<file path="src/rtl/fau_pkg.sv">
package fau_pkg;
    typedef enum logic {
        ST_EXEC  = 1'b0,
        ST_FLUSH = 1'b1
    } fau_state_e;

    typedef enum logic [2:0] {
        OP_HOLD  = 3'd0,
        OP_STEP  = 3'd1,
        OP_JUMP  = 3'd2,
        OP_CALL  = 3'd3,
        OP_RET   = 3'd4,
        OP_LOWWR = 3'd5
    } fau_op_e;
endpackage

</file>
<file path="src/rtl/fau_ctrl.sv">
module fau_ctrl
    import fau_pkg::*;
(
    input  logic    clk,
    input  logic    rst_n,
    input  logic    tick,
    input  logic    seq_i,
    input  logic    jump_i,
    input  logic    call_i,
    input  logic    ret_i,
    input  logic    low_wr_i,
    output fau_op_e op_o,
    output logic    flush_o
);
    fau_state_e state_q, state_d;

    // state register
    always_ff @(posedge clk or negedge rst_n) begin
        if (!rst_n) state_q <= ST_EXEC;
        else        state_q <= state_d;
    end

    // next-state and operation select
    always_comb begin
        state_d = state_q;
        op_o    = OP_HOLD;
        unique case (state_q)
            ST_EXEC: begin
                if (tick) begin
                    // priority: jump, call, return, low write, step
                    if (jump_i)        op_o = OP_JUMP;
                    else if (call_i)   op_o = OP_CALL;
                    else if (ret_i)    op_o = OP_RET;
                    else if (low_wr_i) op_o = OP_LOWWR;
                    else if (seq_i)    op_o = OP_STEP;
                    if (jump_i || call_i || ret_i || low_wr_i)
                        state_d = ST_FLUSH;
                end
            end
            ST_FLUSH: begin
                if (tick) begin
                    op_o    = OP_STEP;
                    state_d = ST_EXEC;
                end
            end
            default: state_d = ST_EXEC;
        endcase
    end

    assign flush_o = (state_q == ST_FLUSH);
endmodule

</file>
<file path="src/rtl/fau_stack.sv">
module fau_stack #(
    parameter int ADDR_W = 9,
    parameter int DEPTH  = 2
) (
    input  logic              clk,
    input  logic              rst_n,
    input  logic              push,
    input  logic              pop,
    input  logic [ADDR_W-1:0] push_val,
    output logic [ADDR_W-1:0] top_val
);
    logic [ADDR_W-1:0] lvl [DEPTH];

    for (genvar i = 0; i < DEPTH; i++) begin : g_lvl
        logic [ADDR_W-1:0] q;
        logic [ADDR_W-1:0] from_above;
        logic [ADDR_W-1:0] from_below;

        if (i == 0) begin : g_top
            assign from_above = push_val;
        end else begin : g_mid
            assign from_above = lvl[i-1];
        end

        if (i == DEPTH - 1) begin : g_deep
            assign from_below = q;      // deepest entry is duplicated on pop
        end else begin : g_shallow
            assign from_below = lvl[i+1];
        end

        always_ff @(posedge clk or negedge rst_n) begin
            if (!rst_n)    q <= '0;
            else if (push) q <= from_above;
            else if (pop)  q <= from_below;
        end

        assign lvl[i] = q;
    end

    assign top_val = lvl[0];
endmodule

</file>
<file path="src/rtl/fau_counter.sv">
module fau_counter
    import fau_pkg::*;
#(
    parameter int ADDR_W = 9
) (
    input  logic              clk,
    input  logic              rst_n,
    input  fau_op_e           op,
    input  logic [ADDR_W-1:0] target,
    input  logic [ADDR_W-2:0] low_data,
    input  logic [ADDR_W-1:0] stack_top,
    output logic [ADDR_W-1:0] pc
);
    localparam int LOW_W = ADDR_W - 1;

    always_ff @(posedge clk or negedge rst_n) begin
        if (!rst_n) begin
            pc <= '1;
        end else begin
            unique case (op)
                OP_HOLD:  pc <= pc;
                OP_STEP:  pc <= pc + 1'b1;
                OP_JUMP:  pc <= target;
                OP_CALL:  pc <= {1'b0, target[LOW_W-1:0]};
                OP_RET:   pc <= stack_top;
                OP_LOWWR: pc <= {1'b0, low_data};
                default:  pc <= pc;
            endcase
        end
    end
endmodule

</file>
<file path="src/rtl/fetch_addr_unit.sv">
module fetch_addr_unit
    import fau_pkg::*;
#(
    parameter int ADDR_W = 9,
    parameter int DEPTH  = 2
) (
    input  logic              clk,
    input  logic              rst_n,
    input  logic              tick,
    input  logic              seq_i,
    input  logic              jump_i,
    input  logic              call_i,
    input  logic              ret_i,
    input  logic              low_wr_i,
    input  logic [ADDR_W-1:0] target_i,
    input  logic [ADDR_W-2:0] low_data_i,
    output logic [ADDR_W-1:0] fetch_addr_o,
    output logic              flush_o
);
    fau_op_e           op;
    logic [ADDR_W-1:0] stack_top;
    logic [ADDR_W-1:0] pc;

    fau_ctrl u_ctrl (
        .clk      (clk),
        .rst_n    (rst_n),
        .tick     (tick),
        .seq_i    (seq_i),
        .jump_i   (jump_i),
        .call_i   (call_i),
        .ret_i    (ret_i),
        .low_wr_i (low_wr_i),
        .op_o     (op),
        .flush_o  (flush_o)
    );

    fau_stack #(.ADDR_W(ADDR_W), .DEPTH(DEPTH)) u_stack (
        .clk      (clk),
        .rst_n    (rst_n),
        .push     (op == OP_CALL),
        .pop      (op == OP_RET),
        .push_val (pc),
        .top_val  (stack_top)
    );

    fau_counter #(.ADDR_W(ADDR_W)) u_counter (
        .clk       (clk),
        .rst_n     (rst_n),
        .op        (op),
        .target    (target_i),
        .low_data  (low_data_i),
        .stack_top (stack_top),
        .pc        (pc)
    );

    assign fetch_addr_o = pc;
endmodule

</file>
<file path="config.mk">
export PLATFORM = sky130hd
export DESIGN_NAME = fetch_addr_unit
export DESIGN_NICKNAME = d
export VERILOG_FILES = /design/src/rtl/fau_pkg.sv /design/src/rtl/fau_ctrl.sv /design/src/rtl/fau_stack.sv /design/src/rtl/fau_counter.sv /design/src/rtl/fetch_addr_unit.sv
export SDC_FILE = /design/constraint.sdc
export NUM_CORES = 1
export LEC_CHECK = 0
export ABC_AREA = 1
export CAP_MARGIN = 20
export CORE_UTILIZATION = 55
export DETAILED_ROUTE_END_ITERATION = 10
export DONT_BUFFER_PORTS = 1
export PLACE_DENSITY = 0.77
export SLEW_MARGIN = 20
export SYNTH_ARGS = -nofsm -noshare
export SYNTH_HDL_FRONTEND = slang
export SYNTH_SLANG_ARGS = --single-unit
</file>
<file path="constraint.sdc">
create_clock -name clk -period 2.2 [get_ports clk]
set_input_delay 0.44 -clock clk [delete_from_list [all_inputs] [get_ports clk]]
set_output_delay 0.44 -clock clk [all_outputs]
set_load 0.02 [all_outputs]
</file>
# == Word-level counts from Yosys, hierarchy flattened ==
# Cells that the tools add are included.
# totals
latch_bits,0
mem_bits_rw,0
mem_bits_ro,0
wordCells,31
regBits,28
in_bits,25
out_inout_bits,10
mem_count,0
# classes
mul,0
shift,0
n_reduce_logical,5
bitwise_logic,1
n_lt_le_gt_ge,0
add_sub_neg,1
div,0
muxes,15
n_eq_ne,5
# op_table
operator,n
case mux 9 bit (5 select lines),1
2-to-1 mux 9 bit,2
2-to-1 mux 3 bit,5
adder 9 x 1 -> 9 bit (second input constant),1
== test 3 x 2 -> 1 bit (second input constant),2
== test 3 bit (second input constant),2
case mux 3 bit (2 select lines),1
2-to-1 mux 1 bit,5
nonzero test 5 bit,1
== test 3 x 1 -> 1 bit (second input constant),1
logical OR 1 bit,3
case mux 1 bit (2 select lines),1
nonzero test 2 bit,1
inverter 1 bit,1

# == Logic depth before layout (Yosys ltp) ==
# logic_depth
word_depth,10
depth_mapped,11
mapped_depth_nobuf,10

# == Cells and area by module ==
# From an unflattened synthesis, not the netlist that was laid out.
# unflattened
hier_cells,251
hier_area_um2,1789.2
# by_module_without_submodules
module,cells_per_inst,area_each_um2,seq_area_each_um2,instances
fau_counter,143,863.3,236.5,1
fau_stack,87,793.3,450.4,1
fau_ctrl,16,113.9,25.0,1
fetch_addr_unit,5,18.8,0.0,1

# == Least setup slack after synthesis ==
# No wires, ideal clock.
# synth_timing
path_kind,register -> register
start,register u_counter.pc[1]
end,register u_counter.pc[6]
stages_incl_launch_ff,11
n_path_buf,0
path_slack_ps,764
arrival_time_ps,1361
t_required_ps,2125
period_less_slack_ps,1436
setup_ps,75
path_cell_list,dfstp_2 > ha_1 > nand3_1 > inv_1 > nand3_1 > nand2_1 > nand3_1 > nand2_1 > inv_1 > nand2_1 > nand2_1
# synth_via
elab_chain_cells,2
# synth_rtl
item,line,source
"start, declared",fau_counter.sv:12,output logic [ADDR_W-1:0] pc
"start signal, assigned",fau_counter.sv:21,OP_HOLD: pc <= pc;
"start signal, assigned",fau_counter.sv:22,OP_STEP: pc <= pc + 1'b1;
"start signal, assigned",fau_counter.sv:23,OP_JUMP: pc <= target;
adder 9 x 1 -> 9 bit,fau_counter.sv:22,
case mux 9 bit (5 select lines),fau_counter.sv:20,unique case (op)
# No other way between the ends.
# A chain may end at the register's enable or synchronous reset.

# == Final worst setup path ==
# layout_timing
start,"register u_ctrl.state_q, in the netlist u_ctrl.flush_o"
end,"register u_stack.g_lvl[0].q[6], in the netlist u_stack.top_val[6]"
# layout_via
elab_chain_cells,4
elab_cells_between_ends,6
classes_between,eq/ne: 2; mux: 2; bitwise: 1; reduce/logical: 1
# layout_rtl
item,line,source
"start, declared",fau_ctrl.sv:15,"fau_state_e state_q, state_d;"
"start signal, assigned",fau_ctrl.sv:20,else state_q <= state_d;
inverter 1 bit,--,
case mux 3 bit (2 select lines) (*),fau_ctrl.sv:27,unique case (state_q)
== test 3 x 2 -> 1 bit or == test 3 bit (tied branches),"fetch_addr_unit.sv:40, fetch_addr_unit.sv:41",
2-to-1 mux 9 bit or nonzero test 2 bit (tied branches),--,
"end signal, assigned",fau_stack.sv:33,else if (push) q <= from_above;
"end signal, assigned",fau_stack.sv:34,else if (pop) q <= from_below;
"end, declared",fau_stack.sv:15,logic [ADDR_W-1:0] q;
# Every way passes the cells marked *; elsewhere a longest branch is shown, timed or not.

==> metrics.md <==
| Metric | Value |
|---|---|
| CTS Sinks | 28 |
| Final period util | ~76% |
| Post-Route WL | roughly 3900 um |
| H-Tree Depth | 1 |
| Diode count | 0 |
| Post-Syn Area | 1790 um^2 |
| Die Area | ~3500 um^2 |
| Syn_area_per_cell | 7.49 um^2 |
| Hold slack | approximately 200 ps |
| Rel. slew slack | a little over two thirds |
| Synth top area cells | dfrtp_1 27%, nand3_1 19%, dfstp_2 13% |
| Worst-Skew Late Latency | around 340 ps |
| Total Routing Usage GR | between 20% and 30% |
| GRT overflow | 0 |
| Global placement routability congestion | 0.819 |
| Number of distinct library cells after synthesis | 26 |
| Number of routed nets with antenna violations | 0 |
| Clk buf depth | 2 |
| Dpl cells | 274 |
| RR Endpoint | u_stack.top_val[6] |
| R2r startpoint | u_ctrl.flush_o |
| Critical Path Fanout Max | 27 |
| Die width | around 60 um |
| Clock Skews | approximately 11 ps |
| Detailed Place HPWL | 2810 um |
| Final nets | around 260 |
| Setup TNS | 0 ps |
| Post-synth EDFFs | 0 |
| RSZ-0062 raised after global routing | no |
| CP Data Required Time | roughly 2400 ps |
| Die Y | 59.0 um |
| Mapped Cells | approximately 240 |
| Via count | 1,527 |
| Minimum clock period | around 1700 ps |
| Startpoint types | flop |
| Most used DFF post-synth | dfrtp_1 |
| Area Growth Syn to Fin | 2.73% |
| Pwr dens | between 1000 and 1500 nW/um^2 |
| Cell leakage power | a little over 0.9 nW |
| CP Capture Type | flop |
| Reg2Reg Depth | 6 |
| #FFs+latches synth | 28 |
| Vias per inst | approximately 5.5 |
| CP startpoint | u_ctrl.flush_o |
| CTS tree | done |
| Clock transition at the registers of the reported paths | roughly 160 ps |
| Post-synth top area share | between 20% and 30% |
| FP Rows | 20 |
| Area of placed instances | 1770 um^2 |
| Post-synth top cells | 67 x nand3_1, 63 x nand2_1, 23 x inv_1 |
| Layout cells sized above 1 | around an eighth |
| DR WL/cell | around 14 um |
| Slew Viols, Final | 0 |
| Min-Delay Endpoint | u_ctrl.flush_o |
| Post-route cell area | ~1800 um^2 |
| Antenna violations before repair | 0 |
| Port bufs | 0 |
| CORE AREA | 3080 um^2 |
| Ports | 35 |
| Cell with the most instances after synthesis | nand3_1 |
| Syn Nets | between 200 and 300 |
| # resized after CTS | 0 |
| Status | finished clean |
| Critical path type | flop to flop |
| Initial DRC Count | 96 |
| Hold/Removal Path Class | input pin to flop |
| R2R Setup Slk | roughly 520 ps |
| Post-synth ARST share | between 90% and 100% |
| Initial core utilization | roughly three fifths |
| Hold Path Origin | tick |
| First-pass GRT wire length | roughly 6500 um |
| Synth warn | 0 |
| 1st-pass router iterations | 4 |
| WHS Path Cells | 1 |
| Max cap viols | 0 |
| CTS buffer count | 3 |
| Worst-margin pin slew | approximately 450 ps |
| Highest clock rate | between 0.5 and 0.6 GHz |
| Cell Count, Final, Fillers Out | 280 |
| Vias in the first global route | ~1,400 |
| Final setup vio count | 0 |
| Register area share after synthesis | between 30% and 40% |
| Largest net degree at the start of global routing | 29 |
| Clock Root Buffer | clkbuf_4 |
| Arrival @ worst endpoint | approximately 1900 ps |
| Peak VDD IR | 0.539 mV |
| Drc violations | 0 |
| Yosys top cell by area | dfrtp_1 |
| Final Hold Fails | 0 |
==> placed cells by master, fill, tap and decap left out, drive strengths merged <==
cell type and instances:
nand2 69, nand3 68, inv 25, dfrtp 19
dfstp 9, nor2 8, a21oi 7, o211ai 7
o21ai 7, clkbuf 4, buf 4, nor3 2
xor2 2, nor3b 1, nand4 1, a21boi 1
ha 1, dlygate4sd3 1
==> worst max path at each step <==
stage,cells after the start,endpoint
2_1_floorplan,10,u_counter.pc[6]
3_3_place_gp,8,u_counter.pc[7]
3_5_place_dp,7,u_stack.top_val[8]
4_1_cts,6,u_stack.top_val[6]
5_1_grt,6,u_stack.top_val[5]
6_report,6,u_stack.top_val[6]
==> cell families after synthesis <==
family / Yosys count / share of synthesized area [%]
and+or+nand+nor: 149 / 39.8
buffers and inverters: 37 / 10.6
DFF: 28 / 39.8
AOI/OAI and AO/OA: 22 / 8.18
xor gates and xnor gates: 2 / 0.979
adders and majority gates: 1 / 0.699
==> registers in the layout, indices dropped and copies added (netlist names) <==
name and cells:
u_stack.top_val 9, u_counter.pc 9, u_ctrl.flush_o 1, u_stack.g_lvl.from_below 9
==> worst max-delay path, stage by stage (launching register included) <==
cell and delay, ps:
dfrtp_1 500, inv_1 120, nand2_2 140, nor2_8 350
nand2_2 210, nand3_1 130, o211ai_1 100
==> repair_timing <==
action / CTS / global route
hold buffers: 2 / 0
buffers inserted: 0 / 0
endpoints found under the hold margin: 28 / 0
setup endpoints to repair: 0 / 0
==> metrics by stage <==
stage          utilization [%]  setup slack, ps  power [mW]
2_1_floorplan                -              764        1.53
3_3_place_gp              57.6              569        1.64
3_5_place_dp              57.6              506        1.67
4_1_cts                   59.7              543        1.94
5_1_grt                   59.7              425        2.08
6_report                  59.7              517        1.93
==> power breakdown <==
group / switching (mW) / internal [mW]
Sequential: 0.320 / 0.791
Combinational: 0.342 / 0.220
Clock: 0.158 / 0.102
Total: 0.820 / 1.11
==> metal layers <==
metal	vias to the layer above	global-route usage (%)	wire, um
li1	783	-	-
met3	5	4.15	206
met2	52	39.6	1830
met1	687	35.3	1830
met5	-	0	0
met4	0	7.14	50
==> final cells by class <==
cell class	instances	area [um^2]
Clock buffer	4	36.3
Fill cell	291	1240
Inverter	25	93.8
Multi-Input combinational cell	174	888
Sequential cell	28	712
Tap cell	44	55.1
Timing Repair Buffer	5	52.6
Power figures use the tool's default switching activity.
